`src/rtl/tdm_bus_pkg.sv`:
```
// Shared frame geometry for the TDM bus slot interface.
// Assumes SLOT_BITS is a power of two, so a bit position splits into slot and bit fields.
package tdm_bus_pkg;
    localparam int SLOT_COUNT = 32; // slots per bus frame
    localparam int SLOT_BITS  = 8;  // bits per slot
    localparam int SLOT_GROUP = 4;  // one unused slot opens each group of this size
endpackage

```
`src/rtl/tdm_frame_timer.sv`:
```
// Bit-position counter for one bus frame, kept on the falling edge of the bit clock.
// The frame pulse marks the bit sampled at the same edge as position 0.
// Assumes FRAME_BITS is a power of two.
module tdm_frame_timer #(
    parameter int FRAME_BITS = 256,
    localparam int POS_W = $clog2(FRAME_BITS)
) (
    input  logic             clk,
    input  logic             rst_n,
    input  logic             fs,
    output logic [POS_W-1:0] cur_pos,
    output logic [POS_W-1:0] next_pos
);
    // Position of the bit being sampled at this falling edge.
    always_comb cur_pos = fs ? '0 : next_pos;

    // Advance to the following bit position, wrapping at the end of the frame.
    always_ff @(negedge clk) begin
        if (!rst_n)
            next_pos <= '0;
        else if (cur_pos == POS_W'(FRAME_BITS - 1))
            next_pos <= '0;
        else
            next_pos <= cur_pos + 1'b1;
    end
endmodule

```
`src/rtl/tdm_slot_map.sv`:
```
// Fixed mapping from a bus slot to a DS1 channel: channel n sits in slot n + n/(GROUP-1) + 1.
// A slot whose number is a multiple of GROUP carries no channel.
// Assumes SLOTS is a multiple of GROUP.
module tdm_slot_map #(
    parameter int SLOTS = 32,
    parameter int GROUP = 4,
    localparam int CHANS  = SLOTS / GROUP * (GROUP - 1),
    localparam int SLOT_W = $clog2(SLOTS),
    localparam int CH_W   = $clog2(CHANS)
) (
    input  logic [SLOT_W-1:0] slot,
    output logic              hit,
    output logic [CH_W-1:0]   chan
);
    logic [CHANS-1:0] match;

    // One comparator per channel against its fixed slot number.
    for (genvar n = 0; n < CHANS; n++) begin : g_chan
        localparam int SLOT_OF_N = n + n / (GROUP - 1) + 1;
        assign match[n] = (slot == SLOT_W'(SLOT_OF_N));
    end

    // Encode the single matching channel into its number.
    always_comb begin
        chan = '0;
        for (int n = 0; n < CHANS; n++)
            if (match[n]) chan = CH_W'(n);
    end

    assign hit = |match;
endmodule

```
`src/rtl/tdm_rx_deser.sv`:
```
// Receive deserialiser: shifts in serial data on the falling edge, MSB first.
// Emits a one-bit-period strobe with the byte and channel when a mapped slot completes.
// Assumes the caller supplies the current bit index and the slot map of the current slot.
module tdm_rx_deser #(
    parameter int BITS = 8,
    parameter int CH_W = 5,
    localparam int BIT_W = $clog2(BITS)
) (
    input  logic             clk,
    input  logic             rst_n,
    input  logic             sdi,
    input  logic [BIT_W-1:0] bit_idx,
    input  logic             slot_hit,
    input  logic [CH_W-1:0]  slot_chan,
    output logic             rx_valid,
    output logic [CH_W-1:0]  rx_chan,
    output logic [BITS-1:0]  rx_byte
);
    logic [BITS-2:0] shreg;

    // Keep the most recent bits of the slot in progress.
    always_ff @(negedge clk) begin
        if (!rst_n) shreg <= '0;
        else        shreg <= {shreg[BITS-3:0], sdi};
    end

    // Publish a completed mapped slot for one bit period.
    always_ff @(negedge clk) begin
        if (!rst_n) begin
            rx_valid <= 1'b0;
            rx_chan  <= '0;
            rx_byte  <= '0;
        end else begin
            rx_valid <= 1'b0;
            if (bit_idx == BIT_W'(BITS - 1) && slot_hit) begin
                rx_valid <= 1'b1;
                rx_chan  <= slot_chan;
                rx_byte  <= {shreg, sdi};
            end
        end
    end
endmodule

```
`src/rtl/tdm_tx_ser.sv`:
```
// Transmit serialiser: launches one bit per rising edge, MSB first.
// Drives ones in slots that carry no channel.
// Assumes the byte source holds the selected channel's byte steady across the slot.
module tdm_tx_ser #(
    parameter int BITS = 8,
    localparam int BIT_W = $clog2(BITS)
) (
    input  logic             clk,
    input  logic             rst_n,
    input  logic [BIT_W-1:0] bit_idx,
    input  logic             slot_hit,
    input  logic [BITS-1:0]  tx_byte,
    output logic             sdo
);
    // Select the bit for the upcoming position, or idle ones in an unused slot.
    always_ff @(posedge clk) begin
        if (!rst_n)        sdo <= 1'b1;
        else if (slot_hit) sdo <= tx_byte[~bit_idx];
        else               sdo <= 1'b1;
    end
endmodule

```
`src/rtl/tdm_bus_if.sv`:
```
// TDM serial bus to 24-channel slot interface.
// Samples on the falling edge, launches on the rising edge, with both directions timed
// by one frame-pulse-aligned bit counter. Assumes SLOT_BITS and SLOT_COUNT are powers of two.
module tdm_bus_if
    import tdm_bus_pkg::*;
#(
    parameter int SLOTS = SLOT_COUNT,
    parameter int BITS  = SLOT_BITS,
    parameter int GROUP = SLOT_GROUP,
    localparam int CHANS  = SLOTS / GROUP * (GROUP - 1),
    localparam int CH_W   = $clog2(CHANS),
    localparam int SLOT_W = $clog2(SLOTS),
    localparam int BIT_W  = $clog2(BITS),
    localparam int POS_W  = SLOT_W + BIT_W
) (
    input  logic            clk,
    input  logic            rst_n,
    input  logic            fs,
    input  logic            sdi,
    output logic            sdo,
    output logic            rx_valid,
    output logic [CH_W-1:0] rx_chan,
    output logic [BITS-1:0] rx_byte,
    output logic            tx_active,
    output logic [CH_W-1:0] tx_chan,
    input  logic [BITS-1:0] tx_byte
);
    logic [POS_W-1:0] cur_pos;
    logic [POS_W-1:0] next_pos;
    logic             rx_hit;
    logic [CH_W-1:0]  rx_map_chan;

    tdm_frame_timer #(.FRAME_BITS(SLOTS * BITS)) u_timer (
        .clk      (clk),
        .rst_n    (rst_n),
        .fs       (fs),
        .cur_pos  (cur_pos),
        .next_pos (next_pos)
    );

    tdm_slot_map #(.SLOTS(SLOTS), .GROUP(GROUP)) u_rx_map (
        .slot (cur_pos[POS_W-1:BIT_W]),
        .hit  (rx_hit),
        .chan (rx_map_chan)
    );

    tdm_slot_map #(.SLOTS(SLOTS), .GROUP(GROUP)) u_tx_map (
        .slot (next_pos[POS_W-1:BIT_W]),
        .hit  (tx_active),
        .chan (tx_chan)
    );

    tdm_rx_deser #(.BITS(BITS), .CH_W(CH_W)) u_rx (
        .clk       (clk),
        .rst_n     (rst_n),
        .sdi       (sdi),
        .bit_idx   (cur_pos[BIT_W-1:0]),
        .slot_hit  (rx_hit),
        .slot_chan (rx_map_chan),
        .rx_valid  (rx_valid),
        .rx_chan   (rx_chan),
        .rx_byte   (rx_byte)
    );

    tdm_tx_ser #(.BITS(BITS)) u_tx (
        .clk      (clk),
        .rst_n    (rst_n),
        .bit_idx  (next_pos[BIT_W-1:0]),
        .slot_hit (tx_active),
        .tx_byte  (tx_byte),
        .sdo      (sdo)
    );
endmodule

```
`config.mk`:
```
export PLATFORM = sky130hd
export DESIGN_NAME = tdm_bus_if
export DESIGN_NICKNAME = d
export VERILOG_FILES = /design/src/rtl/tdm_bus_pkg.sv /design/src/rtl/tdm_frame_timer.sv /design/src/rtl/tdm_slot_map.sv /design/src/rtl/tdm_rx_deser.sv /design/src/rtl/tdm_tx_ser.sv /design/src/rtl/tdm_bus_if.sv
export SDC_FILE = /design/constraint.sdc
export NUM_CORES = 1
export LEC_CHECK = 0
export ABC_AREA = 0
export BUFFER_PORTS_ARGS = -buffer_cell sky130_fd_sc_hd__buf_2
export CORE_MARGIN = 2
export CORE_UTILIZATION = 50
export CTS_BUF_LIST = sky130_fd_sc_hd__clkbuf_16
export DETAILED_ROUTE_END_ITERATION = 12
export MAX_ROUTING_LAYER = met4
export PLACE_DENSITY = 0.71
export SKIP_LAST_GASP = 1
export SYNTH_ARGS = -nofsm -noshare
export SYNTH_HDL_FRONTEND = slang
export SYNTH_SLANG_ARGS = --single-unit
```
`constraint.sdc`:
```
create_clock -name clk -period 2.14 [get_ports clk]
set_clock_uncertainty 0.05 [all_clocks]
set_input_delay 0.107 -clock clk [delete_from_list [all_inputs] [get_ports clk]]
set_output_delay 0.107 -clock clk [all_outputs]
set_load 0.02 [all_outputs]
```
# Word-level counts from Yosys, hierarchy flattened
# Index checks and enable logic that the tools add are counted.
# Widths: inputs -> output; s select.
# word_totals
inputBits,12
regBits,30
# op_classes
eq_ne,50
addsub,1
bitwise,2
n_reduce_logical,5
muxes,50
order_cmp,1
# op_table
op,count
$eq 5x5->1 const B,24
$mux 5,16
$mux 4,16
$eq 5x4->1 const B,12
$reduce_or 24->1,2
$eq 5x3->1 const B,6
$mux 3,8
$eq 5x2->1 const B,4
$eq 5x1->1 const B,2
$add 8x1->8 const B,1
$eq 8x8->1 const B,1
$mux 2,4
$mux 8,1
$lt 3x4->1 const B,1
$mux 1,4
$bmux 1 s3,1
$eq 3x3->1 const B,1
$not 3->3,1
$reduce_and 2->1,1
$reduce_or 2->1,1
$logic_and 1x1->1,1
$not 1->1,1

# Longest topological paths before layout
# logic_depth
word_depth,25
ltp_mapped,8
ltp_nobuf,6

# By module
# Synthesis repeated with hierarchy kept, for this count alone.
# unflattened
cells_unflattened,185
hier_area_um2,1632.8
# modules_own_cells
mod,n_inst,cells_per_inst,area_per_inst_um2
tdm_rx_deser,1,75,733.2
tdm_frame_timer,1,50,431.7
tdm_slot_map,2,26,187.7
tdm_tx_ser,1,8,92.6

==> results.toml <==
[outcome]
status = "finished with violations"
violations = "negative setup slack"

[final_layout]
final_core_util = 0.8989
nNetsFinal = 269
drive_gt1_frac = 0.5078
area_growth_pct = 70.78
layout.cells.non_filler = 287
antenna_cells = 0
final_area_um2 = 2457

[pwr]
swShare = 0.2807
pwr-share-comb = 0.036
total_power_mw = 1.696
vdd_drop_max_mv = 1.011
leakagePower_nw = 1.235
pwr-share-clk = 0.630
p_per_area_nw_per_um2 = 690.4
internal_power_mw = 1.220
switchingPower_mw = 0.4763
pwr-share-seq = 0.334

[placed_design]
pre_cts_ws_ps = -549.4
gp_congestion = 0.7970
hpwlAfterDp_mm = 2.444
place_area_um2 = 1879
io_buffers = 32
placed_cells = 238

[route]
num_vias = 1620
drtIter0Drc = 77
drt_wl_total_mm = 5.144
final_antenna_net_count = 0
drt_pass1_iterations = 4
drc = 0
vias_per_cell = 5.645
wl_per_cell_um = 17.92

[cts]
hold_buffers = 0
cts_tree = "done"
path_clk_slew_ps = 60
clock_path_buffers = 2
htreeDepth = 2
insertion_delay_ps = 350
cts_buffers = 5
root_buffer = "clkbuf_16"
cts_num_sinks = 30

[sta]
slew_headroom = 0.7498
worst_pin_slew_ps = 369.9
rsz0062_at_grt = "yes"
setup_slack_ps = -695.7
finalSetupViolations = 18
report.final.slew_viol_count = 0
hold_viol_final = 0

[min_path]
hold_class = "in -> reg"
min_path_cells = 3
min_from = "rst_n"

[yosys]
synth_xor_area_frac = 0.02435
synth_cell_types = 47
syn-cell-area_um2 = 1439
synth_compound_gate_area_share = 0.1443
synthCells = 155
avgSynthCellArea_um2 = 9.283
ys.flop_type = "dfxtp_1"
muxShareOfSynthArea = 0.04609
synthAdderAreaFrac = 0.02435
synth_edf_count = 0
synth_seq_cells = 30
seq_area_frac_synth = 0.4174
ys_warn_count = 0
async_flop_share = 0
syn-num-nets = 169
yosys.area_share.simple = 0.2922
synth_top_family_by_area = "simple AND/OR/NAND/NOR gates"

[setup_path]
crit_path_end_kind = "output pin"
crit_start = "u_timer.next_pos[4]$_SDFF_NP0_"
r2r-start = "u_timer.next_pos[0]$_SDFF_NP0_"
crit_fanout = 7
critPathArrivalTime_ps = 2680
start_kind = "register"
path_class = "reg -> out"
cp_data_required_time_ps = 1980
rr_worst_depth = 3

[floorplan]
rows = 19
core_area_um2 = 2734
die-width_um = 57.65
initial_core_util = 0.5263
ios = 33
fp.dieH_um = 57.65
die_area_um2 = 3323

[global_routing]
grt_max_degree = 16
grt_pass1_vias = 1633
overflow = 0
antenna_found_initial = 0
grt_usage = 0.3203
grt_first_pass_wirelength_mm = 7.665

[job]
maxCapViolCount = 0
[critical path: stages (launching register included)]
cell and delay (ps):
dfxtp_4 360, buf_4 150, nor2_4 140, buf_6 130, inv_4 40, a22oi_2 210
nor2_2 60, buf_2 170
[power by group through the flow]
stage               sequential [mW]  clock, mW  combinational [mW]
floorplan                     0.581     0.0857              0.0306
global placement              0.580     0.0857              0.0500
detailed placement            0.581     0.0857              0.0524
CTS                           0.568       1.04              0.0548
global route                  0.567       1.14              0.0651
finish                        0.567       1.07              0.0609
[repair_timing]
action,in CTS,in global routing
pin swaps,10,9
cloned,0,0
setup buffers,11,2
resized for setup,38,20
setup endpoints to repair,23,24
[final cells by class]
cell class,count,area [µm²]
multi-input combinational,110,950.9
sequential,30,623.1
timing repair buffer,76,550.5
fill,112,276.5
clock inverter,32,152.6
clock buffer,5,125.1
tap,31,38.79
inverter,3,16.27
[placed cells by master (no fill, tap or decap), types with 3 or more instances in the layout]
cell type and n:
buf_4 39, inv_1 30, buf_2 26, dfxtp_1 24, nand2_1 20, buf_6 10
a21boi_1 9, and2_1 9, dfxtp_4 6, nand2b_1 5, clkbuf_16 5, a21boi_2 4
nand2_2 3, and3_4 3, nor2b_4 3
[path summary, 6_finish.rpt]
check	endpoint	slack (ps)
setup / recovery	tx_chan[4]	-700
hold / removal	u_tx.sdo$_SDFF_PN1_	230
hold reg to reg	u_rx.rx_byte[1]$_SDFFE_NN0P_	400
setup reg to reg	u_tx.sdo$_SDFF_PN1_	-260
[flip-flops by register name, summed over array words and instances, names as in the netlist]
signal and count:
u_rx.rx_valid 1, u_timer.next_pos 8, u_rx.rx_byte 8, u_rx.shreg 7
u_rx.rx_chan 5, u_tx.sdo 1
[through the flow]
step                      setup TNS [ps]  hold slack, ps
final                              -4301           228.9
after global routing               -4918           228.7
after CTS                          -3738           214.7
after detailed placement          -11590           389.9
after global placement             -9633           385.1
after floorplan                    -5243           303.9
[cells in the mapped netlist, drive strengths merged, types with 2 or more instances]
library cell	n	area, µm²
nor3	2	10.01
buf	8	47.54
a211oi	2	15.01
nand2b	5	31.28
a21boi	13	97.59
dfxtp	30	600.6
nor3b	3	32.53
mux4	2	45.04
xor2	2	17.52
nor2b	5	31.28
xnor2	2	17.52
inv	4	15.01
and2	10	62.56
and3	5	31.28
clkbuf	3	11.26
o21ai	3	15.01
nor4bb	2	20.02
nor2	3	13.77
nand4	2	12.51
ha	2	25.02
nand2	25	93.84
nand3	2	10.01
nand3b	2	27.53
[logic make-up (layout without fill, tap and decap cells)]
group / after synthesis / after routing
AND/OR/NAND/NOR: 71 / 71
flip-flops: 30 / 30
AO/OA/AOI/OAI: 28 / 28
buffers and inverters: 15 / 116
XOR/XNOR: 4 / 4
multiplexers: 4 / 4
adder cells (fa/ha/maj): 3 / 3
[routing by layer]
layer,part of all wire,vias up,global-route usage
li1,-,742,-
met1,0.39,809,0.3233
met2,0.54,54,0.5633
met3,0.044,15,0.07366
met4,0.028,0,0.1827
met5,0,-,-
(Power assumes the default switching activity.)
